$ cat src/rtl/sw_status_pkg.sv
package sw_status_pkg;
  localparam int unsigned FLAG_W = 4;

  typedef struct packed {
    logic n;
    logic z;
    logic c;
    logic v;
  } nzcv_t;
endpackage

$ cat src/rtl/sw_flag_unit.sv
module sw_flag_unit
  import sw_status_pkg::*;
(
  input  logic  clk_i,
  input  logic  rst_ni,
  input  logic  wr_en_i,
  input  logic  wr_sel_i,
  input  nzcv_t wr_flags_i,
  input  logic  dp_en_i,
  input  nzcv_t dp_flags_i,
  output nzcv_t flags_o
);
  nzcv_t flags_q;
  logic  sw_load;

  assign sw_load = wr_en_i & wr_sel_i;

  always_ff @(posedge clk_i or negedge rst_ni) begin
    if (!rst_ni)       flags_q <= '0;
    else if (sw_load)  flags_q <= wr_flags_i;   // software wins
    else if (dp_en_i)  flags_q <= dp_flags_i;
  end

  assign flags_o = flags_q;

  p_sw_wins_r5: assert property (@(posedge clk_i) disable iff (!rst_ni)
    (wr_en_i && wr_sel_i) |=> flags_o == $past(wr_flags_i));

  p_dp_load_r2: assert property (@(posedge clk_i) disable iff (!rst_ni)
    (!(wr_en_i && wr_sel_i) && dp_en_i) |=> flags_o == $past(dp_flags_i));

  p_flags_hold_r7: assert property (@(posedge clk_i) disable iff (!rst_ni)
    (!wr_en_i && !dp_en_i) |=> $stable(flags_o));
endmodule

$ cat src/rtl/sw_ctrl_field.sv
module sw_ctrl_field #(
  parameter int unsigned CTRL_W   = 28,
  parameter int unsigned MODE_W   = 5,
  parameter logic [MODE_W-1:0] RST_MODE = 5'h13
) (
  input  logic              clk_i,
  input  logic              rst_ni,
  input  logic              wr_en_i,
  input  logic [CTRL_W-1:0] wr_data_i,
  input  logic [CTRL_W-1:0] wr_mask_i,
  output logic [CTRL_W-1:0] ctrl_o,
  output logic              mode_req_o,
  output logic [MODE_W-1:0] mode_new_o
);
  localparam logic [CTRL_W-1:0] RST_WORD = CTRL_W'(RST_MODE);

  logic [CTRL_W-1:0] ctrl_q;
  logic [CTRL_W-1:0] ctrl_d;
  logic [MODE_W-1:0] mode_diff;

  // Per-bit merge, one slice per bit
  for (genvar b = 0; b < CTRL_W; b++) begin : g_merge
    assign ctrl_d[b] = wr_mask_i[b] ? wr_data_i[b] : ctrl_q[b];
  end

  always_ff @(posedge clk_i or negedge rst_ni) begin
    if (!rst_ni)      ctrl_q <= RST_WORD;
    else if (wr_en_i) ctrl_q <= ctrl_d;
  end

  assign mode_diff  = (wr_data_i[MODE_W-1:0] ^ ctrl_q[MODE_W-1:0]) & wr_mask_i[MODE_W-1:0];
  assign mode_req_o = wr_en_i & (|mode_diff);
  assign mode_new_o = ctrl_d[MODE_W-1:0];
  assign ctrl_o     = ctrl_q;

  p_req_mode_r6: assert property (@(posedge clk_i) disable iff (!rst_ni)
    mode_req_o |=> ctrl_o[MODE_W-1:0] == $past(mode_new_o));

  p_no_req_idle_r8: assert property (@(posedge clk_i) disable iff (!rst_ni)
    !wr_en_i |-> !mode_req_o);

  p_ctrl_hold_r7: assert property (@(posedge clk_i) disable iff (!rst_ni)
    !wr_en_i |=> $stable(ctrl_o));
endmodule

$ cat src/rtl/sw_status_reg.sv
module sw_status_reg
  import sw_status_pkg::*;
#(
  parameter int unsigned WORD_W   = 32,
  parameter int unsigned MODE_W   = 5,
  parameter logic [MODE_W-1:0] RST_MODE = 5'h13
) (
  input  logic              clk_i,
  input  logic              rst_ni,
  input  logic              wr_en_i,
  input  logic [WORD_W-1:0] wr_data_i,
  input  logic [WORD_W-1:0] wr_mask_i,
  input  logic              dp_flag_en_i,
  input  logic [FLAG_W-1:0] dp_flags_i,
  output logic [WORD_W-1:0] rd_data_o,
  output logic              mode_req_o,
  output logic [MODE_W-1:0] mode_new_o
);
  localparam int unsigned CTRL_W = WORD_W - FLAG_W;

  nzcv_t             flags;
  logic [CTRL_W-1:0] ctrl;
  logic              flag_sel;

  assign flag_sel = |wr_mask_i[WORD_W-1:CTRL_W];

  sw_flag_unit u_flags (
    .clk_i      (clk_i),
    .rst_ni     (rst_ni),
    .wr_en_i    (wr_en_i),
    .wr_sel_i   (flag_sel),
    .wr_flags_i (nzcv_t'(wr_data_i[WORD_W-1:CTRL_W])),
    .dp_en_i    (dp_flag_en_i),
    .dp_flags_i (nzcv_t'(dp_flags_i)),
    .flags_o    (flags)
  );

  sw_ctrl_field #(
    .CTRL_W   (CTRL_W),
    .MODE_W   (MODE_W),
    .RST_MODE (RST_MODE)
  ) u_ctrl (
    .clk_i      (clk_i),
    .rst_ni     (rst_ni),
    .wr_en_i    (wr_en_i),
    .wr_data_i  (wr_data_i[CTRL_W-1:0]),
    .wr_mask_i  (wr_mask_i[CTRL_W-1:0]),
    .ctrl_o     (ctrl),
    .mode_req_o (mode_req_o),
    .mode_new_o (mode_new_o)
  );

  assign rd_data_o = {flags, ctrl};

  p_flag_group_r3: assert property (@(posedge clk_i) disable iff (!rst_ni)
    (wr_en_i && flag_sel) |=> rd_data_o[WORD_W-1:CTRL_W] == $past(wr_data_i[WORD_W-1:CTRL_W]));
endmodule

$ cat config.mk
export PLATFORM = sky130hd
export DESIGN_NAME = sw_status_reg
export DESIGN_NICKNAME = d
export VERILOG_FILES = /design/src/rtl/sw_status_pkg.sv /design/src/rtl/sw_flag_unit.sv /design/src/rtl/sw_ctrl_field.sv /design/src/rtl/sw_status_reg.sv
export SDC_FILE = /design/constraint.sdc
export NUM_CORES = 1
export LEC_CHECK = 0
export BUFFER_PORTS_ARGS = -buffer_cell sky130_fd_sc_hd__buf_2
export CORE_MARGIN = 8
export CORE_UTILIZATION = 37
export CTS_BUF_LIST = sky130_fd_sc_hd__clkbuf_2 sky130_fd_sc_hd__clkbuf_4 sky130_fd_sc_hd__clkbuf_8
export DETAILED_ROUTE_END_ITERATION = 12
export HOLD_SLACK_MARGIN = 0.03
export PLACE_DENSITY = 0.78
export SLEW_MARGIN = 25
export SYNTH_ARGS = -nofsm -noshare
export SYNTH_HDL_FRONTEND = slang
export SYNTH_SLANG_ARGS = --single-unit
$ cat constraint.sdc
create_clock -name clk_i -period 1.2 [get_ports clk_i]
set_input_delay 0.24 -clock clk_i [delete_from_list [all_inputs] [get_ports clk_i]]
set_output_delay 0.24 -clock clk_i [all_outputs]
set_load 0.02 [all_outputs]
Word-level counts from Yosys, hierarchy flattened
Index checks and enable logic that the tools add are counted.
{"block": "word_totals", "ff_bits": 32, "latch_bits": 0, "mem_bits_rw": 0, "rom_bits": 0, "inputBits": 72, "output_inout_bits": 38, "elab_cells": 65, "memories": 0}
{"block": "op_classes", "addsub": 0, "n_mul": 0, "div_mod_pow": 0, "n_lt_le_gt_ge": 0, "eq_ne": 0, "shifts": 0, "mux": 7, "n_bitwise": 4, "reduce_logical": 26}
{"operator": "$reduce_and A2 Y1", "count": 23}
{"operator": "$mux W4", "count": 2}
{"operator": "$and A5 B5 Y5", "count": 1}
{"operator": "$mux W1", "count": 5}
{"operator": "$reduce_or A5 Y1", "count": 1}
{"operator": "$xor A5 B5 Y5", "count": 1}
{"operator": "$reduce_or A4 Y1", "count": 1}
{"operator": "$and A1 B1 Y1", "count": 2}
{"operator": "$reduce_bool A2 Y1", "count": 1}

Longest topological paths before layout
{"block": "logic_depth", "depth_word": 4, "depth_mapped": 4, "ltp_nobuf": 3}

Cells and area by module
Synthesis repeated with hierarchy kept, for this count alone.
{"block": "unflattened", "hier_cells": 114, "area_unflattened_um2": 1500.2}
{"mod": "sw_ctrl_field", "n_inst": 1, "cells_per_inst": 95, "area_per_inst_um2": 1292.5, "seq_area_each_um2": 704.4}
{"mod": "sw_flag_unit", "n_inst": 1, "cells_per_inst": 18, "area_per_inst_um2": 200.2, "seq_area_each_um2": 100.1}
{"mod": "sw_status_reg", "n_inst": 1, "cells_per_inst": 1, "area_per_inst_um2": 7.5, "seq_area_each_um2": 0.0}

Least setup slack after synthesis
OpenSTA, ideal clock, no wires.
{"block": "synth_timing", "path_kind": "register to output", "start": "register u_ctrl.ctrl_q[4], in the netlist u_ctrl.ctrl_o[4]", "end": "output mode_req_o", "arrival_ns": 1.347, "t_required_ns": 0.960, "setup_slack_ns": -0.387, "path_stages_with_launch": 4, "path_buffers": 0, "cell_sequence": "dfstp_2 > xor2_1 > a222oi_1 > a21boi_0"}
{"block": "synth_between", "elab_chain_cells": 4}
{"item": "start, declared", "line_no": "sw_ctrl_field.sv:17", "text": "logic [CTRL_W-1:0] ctrl_q;"}
{"item": "start signal, assigned", "line_no": "sw_ctrl_field.sv:28", "text": "else if (wr_en_i) ctrl_q <= ctrl_d;"}
{"item": "$xor A5 B5 Y5", "line_no": "sw_ctrl_field.sv:31", "text": "assign mode_diff = (wr_data_i[MODE_W-1:0] ^ ctrl_q[MODE_W-1:0]) & wr_mask_i[MODE_W-1:0];"}
{"item": "$and A5 B5 Y5", "line_no": "sw_ctrl_field.sv:31"}
{"item": "$reduce_or A5 Y1", "line_no": "sw_ctrl_field.sv:32", "text": "assign mode_req_o = wr_en_i & (|mode_diff);"}
{"item": "$and A1 B1 Y1", "line_no": "sw_ctrl_field.sv:32"}
{"item": "end, declared", "line_no": "sw_status_reg.sv:16", "text": "output logic mode_req_o,"}
Every way passes these cells.

Worst setup path after layout
Same ends and word-level chain as after synthesis.

==> results.yml <==
status:
  status: "complete, but fails checks"
  violations: "negative setup slack"
setup_path:
  r2r-end: "u_ctrl.ctrl_o[3]"
  required_ps: 960
  critical_path_class: "reg2out"
  r2r_cells: 4
  endpoint_kind: "output port"
  start_kind: "register"
  cp_max_fo: 2
  critPathArrivalTime_ps: 1510
  reg2reg_from: "u_ctrl.ctrl_o[3]"
  ff2ff_setup_slack_ps: -70
place:
  dp.cells: 278
  globalplace.congestion: 0.766
  dp_hpwl_um: 3610
  dp_slack_ps: -278
  io_buffers: 109
  dpl_cell_area_um2: 2160
grt:
  grt_max_degree: 23
  antenna_found_initial: 0
  grt_pass1_vias: 1596
  grt-ovfl-total: 0
  grt_pass1_wl_um: 7310
  grt_use_total_pct: 14.9
sta:
  slew_headroom_pct: 74.4
  fin_crit_ps: 1750
  drv_slew: 0
  setup-tns-final_ps: -2420
  max_freq_mhz: 573
  finalWorstSetupSlack_ps: -545
  final.setup_skew_ps: 0
  finalSetupViolations: 12
  hold_viol: 0
  fin_hold_ws_ps: 164
  fin_crit_sh_pct: 145
  rsz0062_at_grt: "yes"
  tightest_slew_ps: 384
yosys:
  ys_seq_area_share_pct: 55.4
  synth.distinct_cells: 15
  avgSynthCellArea_um2: 12.9
  synth_area_um2: 1450
  synth-seq-cells: 32
  synthCells: 113
  syn-num-nets: 185
  ys.warnings.count: 0
power:
  power_density_nw_per_um2: 1490
  p_switching_mw: 1.06
  p_comb_share_pct: 32.8
  ir_worst_vdd_v: 0.000970
  leakage_nw: 1.29
  pwr-share-clk_pct: 30.6
  p_seq_share_pct: 36.6
  p_int_mw: 2.61
  p_sw_share_pct: 28.9
  finalPower_mw: 3.67
layout:
  fin_util_pct: 66.5
  nets: 317
  num_antenna_cells: 0
  final_cell_area_um2: 2470
  area_delta_synth_final_pct: 70.0
  stdcell_count: 294
  drive_gt1_share_pct: 63.4
  final_cell_mix: "98 x buf_2, 28 x dfrtp_1, 23 x nand2_1"
  layout_commonest_cell: "buf_2"
clock_tree:
  clockBufferDepth: 2
  cts-buffers-inserted: 5
  path_clk_slew_ps: 70
  cts_tree: "yes"
  htreeDepth: 2
  clock_sinks: 32
  clkLatencyLatePin_ps: 280
  cts_root_buffer: "clkbuf_8"
drt:
  viasPerCell: 4.69
  drc: 0
  drt_iter0_markers: 14
  num_vias: 1378
  postRouteAntennaNets: 0
  drt_pre_antenna_iters: 4
  wirelength_um: 4610
  avgRoutedWirePerCell_um: 15.7
hold_path:
  hold_end: "u_ctrl.ctrl_o[11]"
  holdCritStartpoint: "wr_data_i[11]"
  hold_class: "in2reg"
  hold_depth: 2
floorplanning:
  std_cell_rows: 22
  die_area_um2: 6190
  start_util_pct: 39.1
  die_y_um: 78.7
  die_w_um: 78.7
  ios: 110
  fp.coreArea_um2: 3720
flow_run:
  maxCapViolCount: 0
[worst max-delay path, stage by stage, from the launching register on]
cell      delay (ps)
dfstp_2          540
xor2_1            70
a222oi_1         360
a21boi_2         110
buf_6            150
[repair_timing]
action / in CTS / in global routing
endpoints found under the setup margin: 11 / 14
buffers inserted: 4 / 8
hold buffers: 1 / 0
pin swaps: 1 / 0
endpoints found under the hold margin: 9 / 0
gates resized for setup: 33 / 6
gates cloned: 0 / 0
[state kept, by name, summed over array words and instances (netlist names)]
| name | cells |
|---|---|
| u_ctrl.ctrl_o | 28 |
| u_flags.flags_o | 4 |
[worst max-delay path by stage]
stage                     slack, ps  cells past startpoint             start    endpoint
after floorplan                -170                      3  u_ctrl.ctrl_o[4]  mode_req_o
after global placement         -270                      4  u_ctrl.ctrl_o[2]  mode_req_o
after detailed placement       -280                      4  u_ctrl.ctrl_o[2]  mode_req_o
after CTS                      -570                      4  u_ctrl.ctrl_o[4]  mode_req_o
after global routing           -620                      4  u_ctrl.ctrl_o[4]  mode_req_o
final                          -550                      4  u_ctrl.ctrl_o[4]  mode_req_o
[synth_stat cells]
library cell	count	area share, %
a21boi_0	1	0.52
a21oi_1	4	1.4
a222oi_1	1	0.69
a22oi_1	1	0.52
buf_1	1	0.26
buf_2	3	1.0
dfrtp_1	29	50
dfstp_2	3	5.4
mux2_1	19	15
mux2_2	14	11
mux2i_1	4	2.8
nand2_1	23	5.9
nor2_1	4	1.0
o41ai_4	1	1.9
xor2_1	5	3.0
[per-layer routing]
layer  track usage, %  wire length, um
met5                0                0
met3             10.8              749
met2             25.2             2180
met1             13.8             1640
met4             4.44               38
[power by group through the flow]
stage	clock, mW	combinational, mW	sequential [mW]
global placement	0	0.980	1.35
finish	1.13	1.21	1.34
CTS	1.15	1.17	1.34
global route	1.19	1.29	1.37
detailed placement	0	1.00	1.36
floorplan	0	0.302	1.58
[cell families after synthesis]
kind of cell              share of synthesized area [%]
AOI/OAI and AO/OA                                  5.00
xor gates and xnor gates                           3.01
buffers and inverters                              1.29
DFF                                                55.4
muxes                                              28.3
and+or+nand+nor                                    6.98
[cell type report]
class                   instances  area, um2
clock inverters                 1       30.0
multi-input cells              77        656
well taps                      48       60.1
clock buffers                   7       96.3
repair buffers                129        822
flip-flops and latches         32        806
fillers                       294       1250
No activity file was read; power rests on OpenSTA's default activity.
